<file path="src/rtl/quad_dac_pkg.sv">
package quad_dac_pkg;
    typedef enum logic [1:0] {
        OP_IDLE  = 2'd0,
        OP_WRITE = 2'd1,
        OP_READ  = 2'd2
    } bus_op_e;
endpackage

</file>
<file path="src/rtl/quad_dac_bus_decode.sv">
module quad_dac_bus_decode
    import quad_dac_pkg::*;
#(
    parameter int CH = 4,
    localparam int AW = $clog2(CH)
) (
    input  logic          cs_n,
    input  logic          rw,
    input  logic [AW-1:0] addr,
    output bus_op_e       op,
    output logic [CH-1:0] wr_en,
    output logic          rd_oe
);
    always_comb begin
        unique case ({cs_n, rw})
            2'b00:   op = OP_WRITE;
            2'b01:   op = OP_READ;
            default: op = OP_IDLE;
        endcase
    end

    always_comb begin
        wr_en = '0;
        rd_oe = 1'b0;
        unique case (op)
            OP_WRITE: wr_en = CH'(1) << addr;
            OP_READ:  rd_oe = 1'b1;
            default:  ;
        endcase
    end
endmodule

</file>
<file path="src/rtl/quad_dac_stage_rank.sv">
module quad_dac_stage_rank #(
    parameter int W         = 12,
    parameter int CH        = 4,
    parameter bit RESET_MID = 1'b1
) (
    input  logic            clk,
    input  logic            rst_n,
    input  logic [CH-1:0]   wr_en,
    input  logic [W-1:0]    wdata,
    output logic [CH*W-1:0] codes
);
    localparam logic [W-1:0] RST_CODE = RESET_MID ? {1'b1, {(W-1){1'b0}}} : '0;

    for (genvar k = 0; k < CH; k++) begin : g_ch
        always_ff @(posedge clk or negedge rst_n) begin
            if (!rst_n)
                codes[k*W +: W] <= RST_CODE;
            else if (wr_en[k])
                codes[k*W +: W] <= wdata;
        end
    end
endmodule

</file>
<file path="src/rtl/quad_dac_out_rank.sv">
module quad_dac_out_rank #(
    parameter int W         = 12,
    parameter int CH        = 4,
    parameter bit RESET_MID = 1'b1
) (
    input  logic            clk,
    input  logic            rst_n,
    input  logic            load_n,
    input  logic [CH*W-1:0] stage,
    output logic [CH*W-1:0] codes
);
    localparam logic [W-1:0] RST_CODE = RESET_MID ? {1'b1, {(W-1){1'b0}}} : '0;

    for (genvar k = 0; k < CH; k++) begin : g_ch
        always_ff @(posedge clk or negedge rst_n) begin
            if (!rst_n)
                codes[k*W +: W] <= RST_CODE;
            else if (!load_n)
                codes[k*W +: W] <= stage[k*W +: W];
        end
    end
endmodule

</file>
<file path="src/rtl/quad_dac_front.sv">
module quad_dac_front
    import quad_dac_pkg::*;
#(
    parameter int W         = 12,
    parameter int CH        = 4,
    parameter bit RESET_MID = 1'b1,
    localparam int AW       = $clog2(CH)
) (
    input  logic            clk,
    input  logic            rst_n,
    input  logic            cs_n,
    input  logic            rw,
    input  logic [AW-1:0]   addr,
    input  logic [W-1:0]    wdata,
    output logic [W-1:0]    rdata,
    output logic            rd_oe,
    input  logic            load_n,
    output logic [CH*W-1:0] dac_codes
);
    bus_op_e         op;
    logic [CH-1:0]   wr_en;
    logic [CH*W-1:0] stage_codes;

    quad_dac_bus_decode #(.CH(CH)) u_dec (
        .cs_n  (cs_n),
        .rw    (rw),
        .addr  (addr),
        .op    (op),
        .wr_en (wr_en),
        .rd_oe (rd_oe)
    );

    quad_dac_stage_rank #(.W(W), .CH(CH), .RESET_MID(RESET_MID)) u_stage (
        .clk   (clk),
        .rst_n (rst_n),
        .wr_en (wr_en),
        .wdata (wdata),
        .codes (stage_codes)
    );

    quad_dac_out_rank #(.W(W), .CH(CH), .RESET_MID(RESET_MID)) u_out (
        .clk    (clk),
        .rst_n  (rst_n),
        .load_n (load_n),
        .stage  (stage_codes),
        .codes  (dac_codes)
    );

    // readback drives the staging word only during a read operation
    always_comb begin
        rdata = '0;
        if (op == OP_READ)
            rdata = stage_codes[addr*W +: W];
    end
endmodule

</file>
<file path="config.mk">
export PLATFORM = sky130hd
export DESIGN_NAME = quad_dac_front
export DESIGN_NICKNAME = d
export VERILOG_FILES = /design/src/rtl/quad_dac_pkg.sv /design/src/rtl/quad_dac_bus_decode.sv /design/src/rtl/quad_dac_stage_rank.sv /design/src/rtl/quad_dac_out_rank.sv /design/src/rtl/quad_dac_front.sv
export SDC_FILE = /design/constraint.sdc
export NUM_CORES = 1
export LEC_CHECK = 0
export ABC_AREA = 1
export BUFFER_PORTS_ARGS = -buffer_cell sky130_fd_sc_hd__buf_2
export CORE_MARGIN = 5
export CORE_UTILIZATION = 40
export CTS_CLUSTER_DIAMETER = 100
export CTS_CLUSTER_SIZE = 10
export DETAILED_ROUTE_END_ITERATION = 8
export PLACE_DENSITY = 0.65
export SETUP_SLACK_MARGIN = 0.1
export SLEW_MARGIN = 20
export SYNTH_ARGS = -nofsm -noshare
export SYNTH_HDL_FRONTEND = slang
export SYNTH_SLANG_ARGS = --single-unit
</file>
<file path="constraint.sdc">
create_clock -name clk -period 1.83 [get_ports clk]
set_input_delay 0.549 -clock clk [delete_from_list [all_inputs] [get_ports clk]]
set_output_delay 0.549 -clock clk [all_outputs]
set_load 0.005 [all_outputs]
</file>
==> summary by stage, run 1 <==
Outcome
The flow ran to the end, but the final reports show violations. The final reports fail on negative setup slack.

Routing
The violation count after the first detailed-route iteration is roughly 160. The number of remaining DRC errors is 0. The final wirelength is 9400 um.

The highest signal layer in the routed design is met4. The total vias in the final route is 3007. After detailed routing, the average wire length per cell comes to 15.3 um.

For this block, wires on met1 add up to 4150 um. In the routed layout, each cell is associated on average with a via count of about 5. The amount of wire on met3 after detailed routing is 572 um. The number of antenna-violating nets in the routed design is 0. The pre-antenna-repair detailed-routing pass consisted of 4 iterations. The met2 wire length is 4580 um.

Setup path
The worst setup path is launched from an input port. The worst setup path is of the input port to output pin kind. The sort of element at the end of the critical path is an output pin. Along the worst path, the maximum fanout reaches 12.

The required time at the worst-slack endpoint is 1280 ps. STA puts the critical path data arrival time at 1320 ps.

Power and ir drop
The ratio of total power to cell area is roughly 1000 nW/um2. The design draws 5.49 mW. In this run the static leakage power is 2.64 nW. VDD sags by at most 0.652 mV.

Die
The die area is 12700 um2. The core area is 10300 um2. The number of placement rows is 37. The die outline width is 113 um. For this configuration, the core starts out at a cell density of 41.0%. The number of I/O pins is 80.

The floorplan step set the die height to 113 um.

STA
The worst setup margin is -38.6 ps. The hold violation count in the final report is 0. The fmax is approximately 540 MHz. In the finished design, the share of the clock period the worst path needs comes to 102%. Across the routed clock network, the largest skew measured is 5.51 ps.

The slew at the pin closest to its max-slew limit is between 500 and 600 ps. Setup violations remaining at the end of the flow were counted as 8. After routing, the total negative slack on setup checks comes to -118 ps. Setup repair after global routing could not meet its margin everywhere.

The remaining max-slew budget at the tightest pin is 66.5%. The shortest clock period the worst path allows after layout is 1870 ps. The max-slew violation total from the final report is 0.

Synth
The post-synthesis sequential area ratio is between 50% and 60%. The synthesized net count is 401. In this run the biggest area consumer among cell types represents 52.0% of the synthesized area. The synthesized design contains 96 register bits.

The biggest area contributor in the post-synthesis netlist is dfrtp_1. The mean post-synth cell area is roughly 11 um2. Yosys mapped the design onto 17 distinct sky130hd cell types. By area the synthesized netlist is led by dfrtp_1 (52%), mux2_2 (13%), nand2_1 (7.4%). The cell area after technology mapping is 4240 um2. The Yosys step of the flow raised 0 warnings. The number of instances in the synthesized netlist is 382.

Finish
The proportion of layout cells with a drive suffix above 1 is 49.0%. The number of antenna diodes in the final layout is 0. After the flow finishes, the layout carries non-filler instances totaling 616. After routing the design area is 5260 um2.

The top cell types in the final layout, fill and taps aside, are dfrtp_1 (88), buf_2 (76), nand2_1 (74). The most common cell after layout, fill and taps aside is dfrtp_1. For this run, the post-layout net count is 494. Relative to the synthesized area, the layout overhead comes to 24.1%.

Clock tree
TritonCTS built the clock tree. The number of clock buffers added by TritonCTS is 9. Clock latency on the worst-skew pair, taken at its later pin, is 360 ps. After clock tree synthesis, the flow added hold-fix buffers numbering 0.

The clock sink count is 96. The H-tree depth is 3. The largest buffer count on any clock path is 2.

Clock-pin slew was measured on the worst setup and hold paths at 90 ps. The cell chosen for the clock root is clkbuf_8.

Placed design
The half-perimeter wire length of the detailed placement result is 6530 um. The number of placed instances, taps included, is between 500 and 600. The placed instances occupy a cell area of 4750 um2. Prior to clock tree synthesis, the placed netlist has a worst setup slack of -179 ps. The weighted congestion reported at the end of routability-driven placement is approximately 0.82. The port buffer count is 79.

Run
The number of max-capacitance violations reported is 0.

Global route
The number of antenna violations at the first check in global routing was 0. In the global route stage, overall resource usage came out at 15.3%. The maximum number of pins on one net before global-route repair is 97. The number of global-route vias before repair is a little over 3k. For this run the aggregate overflow at the end of global routing stands at 0. The first global-routing pass estimated between 15000 and 20000 um of wire.

Worst hold path
The worst hold path belongs to the class input port to asynchronous set/reset pin.
cells by family (layout without fill, tap and decap cells):
kind of cell / after synthesis / count (layout) / share of synthesized area, %
DFF: 96 / 96 / 56.9
AOI/OAI and AO/OA: 48 / 48 / 7.71
buffers and inverters: 39 / 136 / 6.17
and+or+nand+nor: 151 / 152 / 16.4
muxes: 48 / 48 / 12.8
worst paths after layout:
kind,startpoint,end,slack [ps],depth (start not counted)
worst max-delay path,cs_n,rdata[10],-40,6
worst min-delay path,rst_n,u_out.codes[25],220,2
min in group clk,u_stage.codes[11],u_stage.codes[11],500,2
worst max register to register,u_stage.codes[19],u_out.codes[19],910,2
max in group asynchronous,rst_n,u_stage.codes[34],1230,2
worst min register to register,u_stage.codes[11],u_stage.codes[11],500,2
Yosys cell counts, drive strengths merged:
library cell / instances
dfrtp: 88
buf: 23
nand3: 39
dfstp: 8
nor2: 27
o21ai: 48
nand2: 85
mux2: 48
inv: 16
final cells by class:
cell class | count | area, um2
inverters | 16 | 70.1
fillers | 960 | 5070
clock buffers | 10 | 138
well taps | 136 | 170
flip-flops and latches | 96 | 2410
multi-input cells | 248 | 1660
clock inverters | 6 | 67.6
repair buffers | 104 | 743
per-layer routing:
| metal | GRT usage (%) | vias up |
|---|---|---|
| met5 | 0 | - |
| met4 | 4.33 | 0 |
| met3 | 4.97 | 8 |
| met2 | 24.2 | 81 |
| met1 | 20.2 | 1458 |
| li1 | - | 1460 |
registers in the layout, indices dropped and copies added, names as in the netlist:
signal and flops:
u_out.codes 48, u_stage.codes 48
stage by stage:
stage	hold WS, ps	utilization [%]
final	219	50.9
after global routing	259	50.9
after CTS	250	49.7
after detailed placement	483	46.0
after global placement	475	46.0
after floorplan	253	-
worst max-delay path, cell delays in order:
cell and delay, ps:
buf_2 120, nor2_2 140, inv_2 60, buf_12 140, nor2_1 150, buf_2 140
power by group:
| group | leakage, nW | switching, mW | internal [mW] |
|---|---|---|---|
| Sequential | 1.19 | 0.287 | 2.59 |
| Combinational | 1.35 | 0.565 | 0.652 |
| Clock | 0.0989 | 0.730 | 0.673 |
| Total | 2.64 | 1.58 | 3.91 |
repair_timing:
item / 4_1_cts / 5_1_grt
pin swaps: 9 / 24
endpoints found under the setup margin: 12 / 12
cloned: 3 / 0
setup buffers: 5 / 5
gates resized for setup: 22 / 27
Note: power is estimated with default switching activity, not from simulation.
==> inputs of run 2 (changes only) <==
--- a/config.mk
+++ b/config.mk
@@ -12,7 +12,6 @@
 export CTS_CLUSTER_DIAMETER = 100
 export CTS_CLUSTER_SIZE = 10
 export DETAILED_ROUTE_END_ITERATION = 8
-export PLACE_DENSITY = 0.65
 export SETUP_SLACK_MARGIN = 0.1
 export SLEW_MARGIN = 20
 export SYNTH_ARGS = -nofsm -noshare
==> run 2 against run 1 <==
  * The flow still finishes with violations (negative setup slack)
  * Combinational power is 6% higher
  * Sequential power hardly changed
  * Hold slack worse by 97 ps
  * Count of clock-buffer cells in the layout stayed put
  * Cell count is 1.1% higher
  * Maximum frequency is 0.92% lower
  * Register-to-register slack worse by 20 ps
  * Global-route usage is 1.0 points higher
  * Clock skew is 0.76 ps higher
  * Sequential share of layout area is 1.2 points lower
  * Design area is 2.7% higher
  * Critical path type unchanged
  * Largest power group unchanged
  * Highest routed layer unchanged
==> summary by stage, run 2 (synthesis results as in run 1) <==
Routing
In this run the remaining antenna-violating nets after routing total 0. In this run, the number of DRC markers left after iteration 0 of detailed routing was roughly 150. The mean number of vias per cell is 5.01. For this run, design rule violations remaining after detail routing come to 0. Dividing the detail-routed wire length by the instance count gives 16.5 um. For this block, the via count after detailed routing is 3123. The first-pass iteration count of the detailed router is 4.

For this block, the routed nets add up to 10300 um of wire.

Setup path
The reg-to-reg endpoint is u_out.codes[43]. STA puts the critical path data required time at 1280 ps. At the worst endpoint, the arrival time is 1340 ps. Setup slack on the worst reg-to-reg path comes out at 890 ps. STA classifies the critical path startpoint as an input port. Following the worst setup path forward leads to its endpoint at rdata[5]. The maximum fanout count along the critical path is 7. The worst setup path is captured at an output pin. The worst register-to-register path has a depth of 2. In this run the critical register-to-register path is launched from u_stage.codes[43].

The critical path is of the input port to output pin type. The startpoint of the most critical setup path is addr[1].

Clock tree
The tree built by TritonCTS fans out to 96 sinks. For the worst-skew pair, the clock arrives at the later sink with an insertion delay of 360 ps. The count of hold buffers inserted by post-cts repair is 0. The clock transition at the registers of the reported paths is ~90 ps. The cell sitting at the root of the clock tree is a clkbuf_8. TritonCTS built the clock tree. The H-tree depth is 3. The largest buffer count on any clock path is 2.

In this run, CTS created clock tree buffers numbering 9.

Worst hold path
The kind of path behind the tightest hold check is input port to asynchronous set/reset pin.

Finish
The area growth from synthesis to layout is 27.4%. The proportion of layout cells with a drive suffix above 1 is 51.7%. The most common cell after layout, fill and taps aside is dfrtp_1. The top cell types in the final layout, fill and taps aside, are dfrtp_1 (88), nand2_1 (75), buf_2 (75). Counting the fill cells in the layout gives 927. At the end of the flow the core is filled with cells to between 50% and 60%. In the final layout, the registers with the most flip-flops are u_out.codes x48, u_stage.codes x48. The number of nets in the layout is approximately 500. The count of antenna diodes in the layout is 0.

For this run, the number of standard cells in the final layout without fillers is 623.

Placed design
The weighted congestion reported at the end of routability-driven placement is roughly 0.82. The half-perimeter wire length of the detailed placement result is 7030 um. At the placement stage, the worst setup path has a slack of -205 ps. Once placement completed, the tool counted placed cells totaling 589. The port buffer count is 79.

Global route
The number of global-route vias before repair is 3149. For this run the aggregate overflow at the end of global routing stands at 0. The all-layer global routing usage is between 10% and 20%. The first global-routing pass estimated 16500 um of wire.

The number of antenna violations at the first check in global routing is 0. The maximum number of pins on one net before global-route repair is 49.

Power and ir drop
In this run the static leakage power is 2.70 nW. The ratio of total power to cell area is about 1100 nW/um2. The peak ir drop on the vdd network is about 0.48 mV.

STA
The final number of setup-violating endpoints is 7. The max-slew violation total from the final report was 0. Measured against its own limit, the worst slew margin works out to 71.0%. Setup repair after global routing could not meet its margin everywhere. The hold violation count in the final report is 0.

The fmax is 530 MHz. The final clock period utilization by the worst path is 103%. The shortest clock period the worst path allows after layout is 1890 ps. Setup slack on the critical path of the routed design comes to -55.9 ps. The slew at the pin closest to its max-slew limit is 436 ps. Clock skew on the completed layout was measured at 6.27 ps.

Die
The die outline width is 113 um. The die area is 12700 um2. The core region is 10300 um2.

The die is 113 um tall. The starting density of the core is 41.0%. The number of placement rows is 37. During I/O placement, the number of pins put on the boundary was 80.

Run
Across the run, the number of max-cap violations was 0.

Outcome
The final reports fail on negative setup slack. The flow ran to the end, but the final reports show violations.
[run 2: worst min path at each step]
stage                   endpoint  slack (ps)  cells after the start
2_1_floorplan     u_out.codes[0]         250                      0
3_3_place_gp   u_stage.codes[11]         480                      2
3_5_place_dp   u_stage.codes[11]         480                      2
4_1_cts          u_out.codes[33]         120                      1
5_1_grt        u_stage.codes[34]         140                      1
6_report         u_out.codes[25]         120                      1
[run 2: power breakdown]
part / total, mW / switching [mW] / internal (mW)
sequential: 2.89 / 0.299 / 2.59
clock: 1.52 / 0.747 / 0.778
combinational: 1.29 / 0.595 / 0.690
total: 5.70 / 1.64 / 4.05
[run 2: repair_timing]
item                       4_1_cts  5_1_grt
gates resized for setup         38       29
cloned                           2        1
setup buffers                    6        9
setup endpoints to repair       12       12
pin swaps                       16       19
[run 2: layout make-up]
cell class	count	area, um2	share of cell area, %
repair buffers	111	811	15.0
clock inverters	6	90.1	1.67
flip-flops and latches	96	2410	44.7
well taps	136	170	3.15
clock buffers	10	128	2.36
multi-input cells	248	1710	31.8
inverters	16	72.6	1.34
[run 2: critical path, cell delays in order]
cell and delay (ps):
buf_16 140, buf_8 130, nand3_1 80, nand2_1 110, nor2_2 50, nor2_2 130, buf_2 130
[run 2: layer usage]
| layer | wire, um | track usage, % | share of wire [%] | vias up |
|---|---|---|---|---|
| met2 | 5090 | 27.1 | 49 | 109 |
| met4 | 163 | 5.85 | 1.6 | 0 |
| met5 | 0 | 0 | 0 | - |
| met3 | 598 | 2.89 | 5.8 | 13 |
| met1 | 4440 | 21.4 | 43 | 1530 |
| li1 | - | - | - | 1471 |
[run 2: stage by stage]
stage / instance area, um2 / power [mW] / setup TNS, ps / hold slack, ps
2_1_floorplan: 4240 / 3.50 / 0 / 253
3_3_place_gp: 4770 / 4.01 / -1700 / 475
3_5_place_dp: 4770 / 4.04 / -1880 / 479
4_1_cts: 5190 / 5.65 / -35.0 / 119
5_1_grt: 5400 / 6.04 / -536 / 139
6_report: 5400 / 5.70 / -148 / 121
==> inputs of run 3 (changes only) <==
--- a/config.mk
+++ b/config.mk
@@ -5,7 +5,6 @@
 export SDC_FILE = /design/constraint.sdc
 export NUM_CORES = 1
 export LEC_CHECK = 0
-export ABC_AREA = 1
 export BUFFER_PORTS_ARGS = -buffer_cell sky130_fd_sc_hd__buf_2
 export CORE_MARGIN = 5
 export CORE_UTILIZATION = 40
@@ -13,7 +12,7 @@
 export CTS_CLUSTER_SIZE = 10
 export DETAILED_ROUTE_END_ITERATION = 8
 export SETUP_SLACK_MARGIN = 0.1
-export SLEW_MARGIN = 20
+export SLEW_MARGIN = 40
 export SYNTH_ARGS = -nofsm -noshare
 export SYNTH_HDL_FRONTEND = slang
 export SYNTH_SLANG_ARGS = --single-unit
==> run 3 against run 2 <==
  * The run still ends with negative setup slack left
  * Critical endpoint is now rdata[6]
  * Maximum frequency is 6.7% lower
  * Setup slack worse by 140 ps
  * Count of clock-buffer cells in the layout is 1 higher
  * Design area is 4.2% lower
  * Sequential cell count stayed put
  * Highest routed layer unchanged
  * Utilization is 0.63 points higher
==> summary by stage, run 3 <==
STA
The slew at the pin closest to its max-slew limit is 322 ps. In the finished design, the share of the clock period the worst path needs comes to 110%. The final number of setup-violating endpoints is 12. The shortest clock period the worst path allows after layout is around 2000 ps. Static timing analysis puts the maximum clock frequency at 495 MHz.

The worst setup margin is -192 ps. Setup total negative slack on the finished layout was measured at -2060 ps. Setup repair after global routing could not meet its margin everywhere. The remaining max-slew budget at the tightest pin is 78.5%.

The max-slew violation total from the final report is 0. The final hold slack is ~83 ps. Across the routed clock network, the largest skew measured is 7.99 ps. The hold violation count in the final report is 0.

Finish
Counting the fill cells in the layout gives between 800 and 900. Cells with a size suffix above 1 make up 68.6% of the layout. Leaving out fill and tap cells, the most frequent cell in the layout is dfrtp_1.

The largest registers in the layout are u_out.codes x48, u_stage.codes x48. Leaving out fill and tap cells, the most frequent cells in the layout are dfrtp_1 (88), mux2_2 (86), buf_2 (75). The number of non-filler instances in the completed layout is 486. The area growth from synthesis to layout is 28.5%. For this run, the post-layout net count is 367. The count of antenna diodes in the layout is 0. The final standard cell utilization of the core is between 50% and 60%.

Routing
The first-pass iteration count of the detailed router is 4. The mean routed wirelength per cell is 18.6 um. For this run, design rule violations remaining after detail routing come to 0.

The total vias in the final route is approximately 2.4k. For this block, the routed nets add up to 9050 um of wire. In this run the remaining antenna-violating nets after routing total 0. The mean number of vias per cell is 5.01. In this run, the number of DRC markers left after iteration 0 of detailed routing was 58.

Power and ir drop
The leakage power is 2.34 nW. The overall power of the completed layout is ~5.7 mW. The ratio of total power to cell area is 1100 nW/um2. Across the VDD grid, the largest voltage drop is 0.454 mV.

Die
The starting density of the core is 41.2%. The vertical die dimension is 110 um. The number of I/O pins is 80. The die covers 12200 um2.

The number of placement rows is 36. The core area is 9770 um2. The die outline width is 110 um.

Synth
The cell area that synthesis handed to floorplanning was ~4000 um2. The commonest cells after synthesis are dfrtp_1 (88), mux2_2 (86), mux2i_1 (24). By area the synthesized netlist is led by dfrtp_1 (55%), mux2_2 (24%), mux2i_1 (6.0%). The share of flip-flops with an asynchronous set or reset after synthesis is 100%.

The biggest area contributor in the post-synthesis netlist is dfrtp_1. The post-synthesis sequential area ratio is between 50% and 60%. The most common cell in the synthesized netlist is dfrtp_1. The top-area cell type share of the netlist area is 54.7%. Averaged over all synthesized cells, the footprint is between 15 and 20 um2. The number of different library cells used by synthesis comes to 17.

In this run, synthesis inferred 0 flip-flops with an integrated enable. For this run, the number of Yosys warnings is 0. The synthesized net count is between 200 and 300.

Synthesis produced 249 cells. The leading register cell type out of synthesis is dfrtp_1. The synthesized design contains 96 register bits.

Global route
The number of global-route vias before repair was 2565. The all-layer global routing usage is 15.6%. The number of antenna violations at the first check in global routing is 0. For this run the aggregate overflow at the end of global routing stands at 0. The wire length of the first global-routing pass is 14000 um. The maximum number of pins on one net before global-route repair is 49.

Setup path
On the critical path, the stage with the largest delay is an instance of or3b_4. The kind of cell with the highest combined delay along the critical path is simple AND/OR/NAND/NOR gates. The critical path goes through buf_6 > or3b_4 > buf_6 > o22ai_4 > buf_2. The maximum fanout count along the critical path is 5. In this design, the stage delay of the slowest critical-path cell is 440 ps. The most used cell along the critical path is buf_6. STA puts the critical path data required time at around 1300 ps. STA classifies the critical path endpoint as an output pin. Counting both buffers and inverters, the worst setup path holds a total of 3. The path type of the worst setup path is input port to output pin.

The launching element type of the critical path is an input port. Data arrives at the worst endpoint at roughly 1500 ps.

Clock tree
TritonCTS built the clock tree. The clock transition at the registers of the reported paths is 90 ps. The clock sink count is 96.

The clock insertion delay at the later pin of the skew report is ~360 ps. Counting along the longest clock path gives a buffer depth of 2. After clock tree synthesis, the flow added hold-fix buffers numbering 0. The cell chosen for the clock root is clkbuf_8. In this run the number of H-tree levels came out at 3. Buffers inserted during clock tree synthesis total 9.

Placed design
The half-perimeter wire length of the detailed placement result is 5930 um. The count of buffers added on input and output ports is 79. The weighted congestion reported at the end of routability-driven placement is 0.728. The number of placed instances, taps included, is 467.

Run
Max-cap violations in this run came to 0.

Outcome
The flow ran to the end, but the final reports show violations. The checks that failed: negative setup slack.

Worst hold path
The kind of path behind the tightest hold check is input port to asynchronous set/reset pin.
run 3: cell count changes after synthesis, sizes merged, moves of 12 or more:
cell / before / now
inv: 16 / 0
nor2: 27 / 0
nand2: 85 / 0
nand3: 39 / 0
mux2: 48 / 96
o22ai: 0 / 12
o21ai: 48 / 0
mux2i: 0 / 24
buf: 23 / 11
run 3: cell families after synthesis:
family	count (synthesis)	share of synthesized area, %
mux	120	33.8
flops	96	60.0
compound gates	12	1.87
simple gates	7	2.36
buf+inv	14	2.05
run 3: what timing repair did:
item                       4_1_cts  5_1_grt
setup endpoints to repair       12       13
setup buffers                    1        2
gates cloned                     0        1
pin swaps                        1       12
resized for setup                4       18
run 3: final cells by class:
cell class,count,area [um2],share of cell area (%)
multi-input combinational,139,1680,32.5
clock buffer,11,131,2.54
sequential,96,2410,46.6
timing repair buffer,102,726,14.0
tap,133,166,3.22
clock inverter,5,57.6,1.11
run 3: worst paths after layout:
| path | start | end | slack, ps | cells past startpoint |
|---|---|---|---|---|
| worst max-delay path | addr[1] | rdata[6] | -190 | 5 |
| worst min-delay path | rst_n | u_stage.codes[12] | 80 | 1 |
| worst max register to register | u_stage.codes[27] | u_out.codes[27] | 1020 | 1 |
| worst min register to register | u_out.codes[19] | u_out.codes[19] | 510 | 1 |
| max in group asynchronous | rst_n | u_out.codes[28] | 1240 | 2 |
| min in group clk | wdata[9] | u_stage.codes[45] | 460 | 2 |
run 3: metrics by stage:
stage	setup WS (ps)	cell area, um2
floorplan	95.7	4120
finish	-192	5170
global route	-222	5170
detailed placement	-226	4830
CTS	-195	5040
global placement	-219	4830
run 3: per-layer routing:
metal | part of all wire, % | routed length (um) | global-route usage (%)
met4 | 1.8 | 160 | 6.33
met2 | 45 | 4060 | 22.5
met1 | 47 | 4280 | 22.4
met3 | 6.0 | 544 | 4.08
met5 | 0 | 0 | 0
run 3: report_power, final:
part	switching, mW	leakage (nW)	internal, mW	total, mW
Combinational	0.508	1.11	0.813	1.32
Clock	0.732	0.0872	0.631	1.36
Sequential	0.330	1.14	2.67	3.00
Total	1.57	2.34	4.11	5.68
